File: src/rtl/bank_fsm_pkg.sv
package bank_fsm_pkg;

    localparam int CMD_W = 3;
    localparam int OP_W  = 2;

    typedef enum logic [CMD_W-1:0] {
        CMD_NONE = 3'd0,
        CMD_ACT  = 3'd1,
        CMD_PRE  = 3'd2,
        CMD_RD   = 3'd3,
        CMD_WR   = 3'd4,
        CMD_RDA  = 3'd5,
        CMD_WRA  = 3'd6
    } dram_cmd_e;

    localparam logic [OP_W-1:0] OP_READ  = 2'b01;
    localparam logic [OP_W-1:0] OP_WRITE = 2'b10;

    typedef enum logic [1:0] {
        PLAN_IDLE   = 2'd0,
        PLAN_DECIDE = 2'd1,
        PLAN_WAIT   = 2'd2
    } plan_state_e;

    typedef enum logic {
        BK_CLOSED = 1'b0,
        BK_OPEN   = 1'b1
    } bank_state_e;

endpackage

File: src/rtl/bank_cmd_pick.sv
module bank_cmd_pick
    import bank_fsm_pkg::*;
#(
    parameter int ROW_W       = 14,
    parameter bit CLOSED_PAGE = 1'b0
) (
    input  logic             bank_open,
    input  logic [ROW_W-1:0] open_row,
    input  logic [OP_W-1:0]  op,
    input  logic [ROW_W-1:0] row,
    output dram_cmd_e        cmd,
    output logic             bad_op
);

    dram_cmd_e hit_rd;
    dram_cmd_e hit_wr;

    generate
        if (CLOSED_PAGE) begin : g_closed
            assign hit_rd = CMD_RDA;
            assign hit_wr = CMD_WRA;
        end else begin : g_open
            assign hit_rd = CMD_RD;
            assign hit_wr = CMD_WR;
        end
    endgenerate

    always_comb begin
        bad_op = (op != OP_READ) && (op != OP_WRITE);
        cmd    = CMD_NONE;
        if (!bad_op) begin
            if (!bank_open)
                cmd = CMD_ACT;
            else if (row == open_row)
                cmd = (op == OP_READ) ? hit_rd : hit_wr;
            else
                cmd = CMD_PRE;
        end
    end

endmodule

File: src/rtl/bank_issue_timer.sv
module bank_issue_timer #(
    parameter int DLY_W = 6
) (
    input  logic             clk,
    input  logic             rst_n,
    input  logic             load,
    input  logic [DLY_W-1:0] load_val,
    output logic             expired
);

    logic [DLY_W-1:0] remain_q;

    always_ff @(posedge clk) begin
        if (!rst_n)
            remain_q <= '0;
        else if (load)
            remain_q <= load_val;
        else if (remain_q != '0)
            remain_q <= remain_q - 1'b1;
    end

    assign expired = (remain_q == '0);

endmodule

File: src/rtl/bank_row_track.sv
module bank_row_track
    import bank_fsm_pkg::*;
#(
    parameter int ROW_W = 14
) (
    input  logic             clk,
    input  logic             rst_n,
    input  logic             fire,
    input  dram_cmd_e        cmd,
    input  logic [ROW_W-1:0] act_row,
    output logic             bank_open,
    output logic [ROW_W-1:0] open_row
);

    bank_state_e state_q;
    bank_state_e state_d;
    logic [ROW_W-1:0] row_q;

    always_ff @(posedge clk) begin
        if (!rst_n) begin
            state_q <= BK_CLOSED;
            row_q   <= '0;
        end else begin
            state_q <= state_d;
            if (fire && cmd == CMD_ACT)
                row_q <= act_row;
        end
    end

    always_comb begin
        state_d = state_q;
        if (fire) begin
            unique case (cmd)
                CMD_ACT:                   state_d = BK_OPEN;
                CMD_PRE, CMD_RDA, CMD_WRA: state_d = BK_CLOSED;
                default:                   state_d = state_q;
            endcase
        end
    end

    assign bank_open = (state_q == BK_OPEN);
    assign open_row  = row_q;

endmodule

File: src/rtl/bank_cmd_fsm.sv
module bank_cmd_fsm
    import bank_fsm_pkg::*;
#(
    parameter int ROW_W       = 14,
    parameter int DLY_W       = 6,
    parameter bit CLOSED_PAGE = 1'b0
) (
    input  logic             clk,
    input  logic             rst_n,
    input  logic             req_valid,
    output logic             req_ready,
    input  logic [1:0]       req_op,
    input  logic [ROW_W-1:0] req_row,
    output logic             chk_query,
    output logic [2:0]       chk_cmd,
    input  logic [DLY_W-1:0] chk_delay,
    output logic             cmd_ready,
    output logic [2:0]       cmd_code,
    output logic [ROW_W-1:0] cmd_row,
    input  logic             cmd_issue,
    output logic             err
);

    plan_state_e plan_q;
    plan_state_e plan_d;

    logic [OP_W-1:0]  op_q;
    logic [ROW_W-1:0] row_q;
    dram_cmd_e        cmd_q;

    dram_cmd_e        pick_cmd;
    logic             pick_bad;
    logic             bank_open;
    logic [ROW_W-1:0] open_row;
    logic             timer_load;
    logic             timer_expired;
    logic             fire;
    logic             accept;

    bank_cmd_pick #(
        .ROW_W      (ROW_W),
        .CLOSED_PAGE(CLOSED_PAGE)
    ) u_pick (
        .bank_open(bank_open),
        .open_row (open_row),
        .op       (op_q),
        .row      (row_q),
        .cmd      (pick_cmd),
        .bad_op   (pick_bad)
    );

    bank_issue_timer #(
        .DLY_W(DLY_W)
    ) u_timer (
        .clk     (clk),
        .rst_n   (rst_n),
        .load    (timer_load),
        .load_val(chk_delay),
        .expired (timer_expired)
    );

    bank_row_track #(
        .ROW_W(ROW_W)
    ) u_track (
        .clk      (clk),
        .rst_n    (rst_n),
        .fire     (fire),
        .cmd      (cmd_q),
        .act_row  (row_q),
        .bank_open(bank_open),
        .open_row (open_row)
    );

    // state register
    always_ff @(posedge clk) begin
        if (!rst_n) begin
            plan_q <= PLAN_IDLE;
            op_q   <= '0;
            row_q  <= '0;
            cmd_q  <= CMD_NONE;
        end else begin
            plan_q <= plan_d;
            if (accept) begin
                op_q  <= req_op;
                row_q <= req_row;
            end
            if (timer_load)
                cmd_q <= pick_cmd;
        end
    end

    // next-state logic
    always_comb begin
        plan_d = plan_q;
        unique case (plan_q)
            PLAN_IDLE:   if (req_valid) plan_d = PLAN_DECIDE;
            PLAN_DECIDE: plan_d = pick_bad ? PLAN_IDLE : PLAN_WAIT;
            PLAN_WAIT: begin
                if (fire)
                    plan_d = (cmd_q == CMD_ACT || cmd_q == CMD_PRE) ? PLAN_DECIDE : PLAN_IDLE;
            end
            default:     plan_d = PLAN_IDLE;
        endcase
    end

    // outputs
    always_comb begin
        req_ready  = (plan_q == PLAN_IDLE);
        accept     = req_ready && req_valid;
        chk_query  = (plan_q == PLAN_DECIDE) && !pick_bad;
        err        = (plan_q == PLAN_DECIDE) && pick_bad;
        timer_load = chk_query;
        chk_cmd    = pick_cmd;
        cmd_ready  = (plan_q == PLAN_WAIT) && timer_expired;
        fire       = cmd_ready && cmd_issue;
        cmd_code   = cmd_q;
        cmd_row    = (cmd_q == CMD_ACT) ? row_q : open_row;
    end

endmodule

File: config.mk
export PLATFORM = sky130hd
export DESIGN_NAME = bank_cmd_fsm
export DESIGN_NICKNAME = d
export VERILOG_FILES = /design/src/rtl/bank_fsm_pkg.sv /design/src/rtl/bank_cmd_pick.sv /design/src/rtl/bank_issue_timer.sv /design/src/rtl/bank_row_track.sv /design/src/rtl/bank_cmd_fsm.sv
export SDC_FILE = /design/constraint.sdc
export NUM_CORES = 1
export LEC_CHECK = 0
export BUFFER_PORTS_ARGS = -buffer_cell sky130_fd_sc_hd__buf_4
export CORE_MARGIN = 4
export CORE_UTILIZATION = 40
export CTS_CLUSTER_DIAMETER = 200
export CTS_CLUSTER_SIZE = 40
export DETAILED_ROUTE_END_ITERATION = 6
export SKIP_LAST_GASP = 1
export SYNTH_ARGS = -nofsm -noshare
export SYNTH_HDL_FRONTEND = slang
export SYNTH_HIERARCHICAL = 1
export SYNTH_SLANG_ARGS = --single-unit
File: constraint.sdc
create_clock -name clk -period 2 [get_ports clk]
set_clock_uncertainty 0.05 [all_clocks]
set_input_delay 0.1 -clock clk [delete_from_list [all_inputs] [get_ports clk]]
set_output_delay 0.1 -clock clk [all_outputs]
set_load 0.02 [all_outputs]
==> flow_summary.ini, run 1 <==
[run_status]
status = finished clean

[detailed_routing]
num_vias = 1951
firstDrtPassIters = 4
route.detailed.drc = 0
wire_per_inst_um = 13.1
ant_nets = 0
met1_length_um = 2640
via_per_inst = 4.87
routed_wl_um = 5270
routed-wl-met3_um = 226
met2_length_um = 2320
highest_layer = met4
drtIter0Drc = 53

[timing]
hold_viol = 0
worst_slew_pin_slew_ns = 0.626
setup_viol = 0
hold_ws_ns = 0.00929
final_max_slew_viol_count = 0
fin_setup_tns_ns = 0
finalCriticalPeriod_ns = 1.96
fmax_ghz = 0.509
fin_crit_sh_pct = 98.2
slew_headroom_pct = 58.3
grt_setup_unrepaired = true
finalWorstSetupSlack_ns = 0.0367

[global_route]
grt.overflow.total = 0
grt.total_usage_pct = 15.3
antenna_found_initial = 0
grt_pass1_vias = 1845
grt_pass1_wl_um = 8710
grt_start_max_net_pins = 64

[placement]
port_buffers = 49
gp_congestion = 0.804
dp_slack_ns = 0.0163
dpl.hpwl_um = 3530

[finish]
final_common_cell = nand2_1
multi_input_comb_area_um2 = 1400
nFillCells = 522
register_area_um2 = 853
area_growth_pct = 36.7
drive_above_1_share_pct = 32.5
layout_common_cells = nand2_1, buf_4, dfxtp_1, dlygate4sd3_1, mux2i_1
num_antenna_cells = 0
final_nets = 359
utilization_pct = 56.5

[synth]
ys_seq_area_share_pct = 36.7
synth_area_um2 = 2290
syn_nets = 287
ys_async_sr_fraction_pct = 0
synth.distinct_cells = 42
yosysWarnings = 6
synthFlopType = dfxtp_1
synth-seq-cells = 42
syn_inst = 256
synth_edf_count = 0
avgSynthCellArea_um2 = 8.95

[clocking]
clk_pin_slew_ns = 0.08
clk_latency_ns = 0.29
clockBufferDepth = 2
cts_buffers = 5
tritoncts = done
root_buffer = clkbuf_8
clock_sinks = 42
htreeDepth = 2

[pwr]
p_clk_share_pct = 28.3
internal_power_w = 0.00164
p_leak_nw = 1.32
ir_worst_vdd_uv = 388
total_power_w = 0.00236
p_comb_share_pct = 29.7
p_per_area_nw_per_um2 = 754
switching_share_pct = 30.6
pwr-share-seq_pct = 42.1
p_sw_w = 0.000724

[critical_path]
critPathCaptureType = primary output
cp-start-kind = flop
crit_required_ns = 1.85
worstPathArrival_ns = 1.81
path_max_fanout = 3
setup.worst_path.class = flop to primary output

[floorplanning]
io_pins = 50
coreArea_um2 = 5540
die_width_um = 83.7
dieArea_um2 = 7010
rows = 27
start_util_pct = 41.4
die_h_um = 83.7

[job]
maxCapViolCount = 0

[min_path]
hp-class = primary input to flop
==> what timing repair did <==
| item | in CTS | in global routing |
|---|---|---|
| hold buffers | 18 | 0 |
| resized for setup | 7 | 17 |
| cloned | 0 | 0 |
| endpoints found under the setup margin | 3 | 17 |
| setup buffers | 2 | 3 |
| endpoints found under the hold margin | 18 | 0 |
| pin swaps | 4 | 6 |
==> synthesized netlist by cell type (2+ instances only) <==
master / number / share of area, %
nand2_1: 65 / 11
dfxtp_1: 42 / 37
mux2i_1: 17 / 7.4
xor2_1: 16 / 6.1
mux2_2: 14 / 6.9
a21boi_1: 10 / 3.3
inv_1: 8 / 1.3
a21boi_0: 7 / 2.3
nand3_1: 7 / 1.5
nor2_1: 6 / 0.98
nor2b_1: 6 / 1.6
clkbuf_1: 5 / 0.82
ha_1: 5 / 2.7
buf_6: 4 / 2.0
nor4_1: 4 / 1.1
nor3b_1: 3 / 0.98
nor3b_4: 3 / 2.5
o211ai_1: 3 / 0.98
o21ai_0: 3 / 0.65
buf_2: 2 / 0.44
buf_4: 2 / 0.65
o22ai_1: 2 / 0.55
o311ai_1: 2 / 0.76
xnor2_1: 2 / 0.76
==> metal layers <==
metal,global-route usage [%],vias up
met4,5.26,0
li1,-,1015
met3,3.85,7
met1,20.4,891
met5,0,-
met2,24.0,38
==> area by class of cell <==
class | instances | share of cell area [%]
Timing Repair Buffer | 79 | 20.9
Sequential cell | 42 | 27.2
Clock inverter | 2 | 1.20
Clock buffer | 6 | 2.32
Multi-Input combinational cell | 192 | 44.5
Tap cell | 72 | 2.88
Inverter | 8 | 0.958
==> state kept, by name, summed over array words and instances (netlist names) <==
register / count
u_timer/remain_q: 6
row_q: 14
op_q: 2
u_track/bank_open: 1
cmd_code: 3
u_track/open_row: 14
plan_q: 2
==> path summary, 6_finish.rpt <==
path,start,end,slack (ns),cells after the start
max,u_track/open_row[9],chk_cmd[1],0.04,5
min,req_row[10],row_q[10],0.009,3
max reg2reg,u_timer/remain_q[4],u_track/open_row[9],0.12,7
min reg2reg,op_q[1],op_q[1],0.41,2
==> power groups by stage <==
stage,Combinational [W],Clock (W),Sequential (W)
5_1_grt,0.000789,0.000728,0.00101
6_report,0.000701,0.000668,0.000994
3_5_place_dp,0.000616,0,0.00100
3_3_place_gp,0.000616,0,0.00100
2_1_floorplan,0.000438,0,0.000990
4_1_cts,0.000658,0.000696,0.000985
==> cell families after synthesis <==
family | synth area share (%)
multiplexers | 14.3
AO/OA/AOI/OAI | 11.3
buffers and inverters | 6.06
AND/OR/NAND/NOR | 22.1
XOR/XNOR | 6.88
adder cells (fa/ha/maj) | 2.73
flip-flops | 36.7
==> critical path, cell delays in order, from the launching register on <==
cell,delay [ns]
dfxtp_2,0.34
xor2_2,0.18
nor4_4,0.33
nand2_2,0.14
o311a_4,0.38
buf_6,0.13
==> per-stage QoR <==
stage,instances,instance area (um^2)
after detailed placement,370,2720
final,401,3130
after global routing,401,3130
after global placement,370,2720
after CTS,398,3050
after floorplan,256,2300
(Power assumes the default switching activity.)
==> run 2, diff against run 1 <==
--- a/config.mk
+++ b/config.mk
@@ -7,10 +7,11 @@
 export LEC_CHECK = 0
 export BUFFER_PORTS_ARGS = -buffer_cell sky130_fd_sc_hd__buf_4
 export CORE_MARGIN = 4
-export CORE_UTILIZATION = 40
+export CORE_UTILIZATION = 42
 export CTS_CLUSTER_DIAMETER = 200
 export CTS_CLUSTER_SIZE = 40
 export DETAILED_ROUTE_END_ITERATION = 6
+export PLACE_DENSITY = 0.67
 export SKIP_LAST_GASP = 1
 export SYNTH_ARGS = -nofsm -noshare
 export SYNTH_HDL_FRONTEND = slang
==> flow_summary.ini, run 2 (same netlist as run 1, synthesis figures left out) <==
[detailed_routing]
wire_per_inst_um = 12.9
via_per_inst = 4.95
drtIter0Drc = 119
routed_wl_um = 5040
route.detailed.drc = 0
num_vias = 1939
firstDrtPassIters = 4
ant_nets = 0

[clocking]
clk_latency_ns = 0.30
clockBufferDepth = 2
root_buffer = clkbuf_8
cts_buffers = 5
clk_pin_slew_ns = 0.09
tritoncts = done
clock_sinks = 42
htreeDepth = 2

[placement]
gp_congestion = 0.858
dp_slack_ns = 0.0675
dpl.hpwl_um = 3510
port_buffers = 49

[timing]
hold_viol = 0
finalWorstSetupSlack_ns = 0.0439
slew_headroom_pct = 63.1
fin_setup_tns_ns = 0
setup_viol = 0
final_max_slew_viol_count = 0
fmax_ghz = 0.511
grt_setup_unrepaired = true
finalCriticalPeriod_ns = 1.96
fin_crit_sh_pct = 97.8
worst_slew_pin_slew_ns = 0.553

[finish]
layout_common_cells = nand2_1, buf_4, dfxtp_1, mux2i_1, xor2_1
final_nets = 352
drive_above_1_share_pct = 30.4
num_antenna_cells = 0
area_growth_pct = 31.4
utilization_pct = 57.9
final_common_cell = nand2_1

[critical_path]
cp-start-kind = flop
path_max_fanout = 3
critPathCaptureType = primary output
worstPathArrival_ns = 1.81
crit_required_ns = 1.85
critical_path.cell_chain = xor2_1, nor4_2, nand2_2, o311a_4, buf_6
max_stage_delay_ns = 0.39
critPathSlowestCell = o311a_4
setup.worst_path.class = flop to primary output

[global_route]
antenna_found_initial = 0
busiest_layer = met2
grt_start_max_net_pins = 64
grt.overflow.total = 0
grt_util_met1_pct = 21.7
use_met2_pct = 24.7
grt_pass1_vias = 1805
use_met3_pct = 3.62
grt.total_usage_pct = 15.9
grt_pass1_wl_um = 8410

[pwr]
ir_worst_vdd_uv = 380
p_leak_nw = 1.28
p_per_area_nw_per_um2 = 742

[floorplanning]
dieArea_um2 = 6700
start_util_pct = 44.0
io_pins = 50
rows = 26
coreArea_um2 = 5200
die_h_um = 81.9
die_width_um = 81.9

[job]
maxCapViolCount = 0

[run_status]
status = finished clean

[min_path]
hp-class = primary input to flop
-- run 2: path summary, 6_finish.rpt --
kind         slack [ns]  depth (start not counted)                  end                 from
max                0.04                          5           chk_cmd[1]  u_track/open_row[4]
min               0.005                          3             row_q[1]           req_row[1]
max reg2reg        0.14                          7  u_track/open_row[6]  u_timer/remain_q[2]
min reg2reg        0.41                          2              op_q[1]              op_q[1]
-- run 2: area by class of cell --
cell class / instances / area, um^2
Inverter: 8 / 30.0
Sequential cell: 42 / 843
Multi-Input combinational cell: 192 / 1370
Timing Repair Buffer: 72 / 587
Tap cell: 70 / 87.6
Clock inverter: 2 / 12.5
Clock buffer: 6 / 82.6
Fill cell: 475 / 2190
-- run 2: metal layers --
layer	wire length (um)	vias up
met5	0	-
met4	73	0
met3	216	6
met2	2300	41
met1	2440	893
li1	-	999
-- run 2: per-stage QoR --
stage          total power [W]  hold WS, ns  cell area (um^2)  cells
6_report               0.00224      0.00475              3010    392
2_1_floorplan          0.00143        0.176              2300    256
4_1_cts                0.00221      0.00118              2960    390
3_5_place_dp           0.00161        0.302              2730    370
3_3_place_gp           0.00160        0.281              2730    370
5_1_grt                0.00236      0.00461              3010    392
-- run 2: report_power, final --
part           total, W  switching, W  internal (W)  leakage [nW]
logic          0.000662      0.000333      0.000329         0.890
clock network  0.000579      0.000301      0.000278        0.0472
registers      0.000995     0.0000795      0.000915         0.343
-- run 2: what timing repair did --
item,4_1_cts,5_1_grt
pin swaps,3,6
setup endpoints to repair,2,16
buffers inserted,0,2
endpoints found under the hold margin,12,0
gates resized for setup,2,10
hold buffers,12,0
-- run 2: worst max-delay path: cells and delay by family (launching register included) --
family	cells	cell delay [ns]
AND/OR/NAND/NOR	2	0.48
buffers and inverters	1	0.13
XOR/XNOR	1	0.16
AO/OA/AOI/OAI	1	0.39
flip-flops	1	0.34
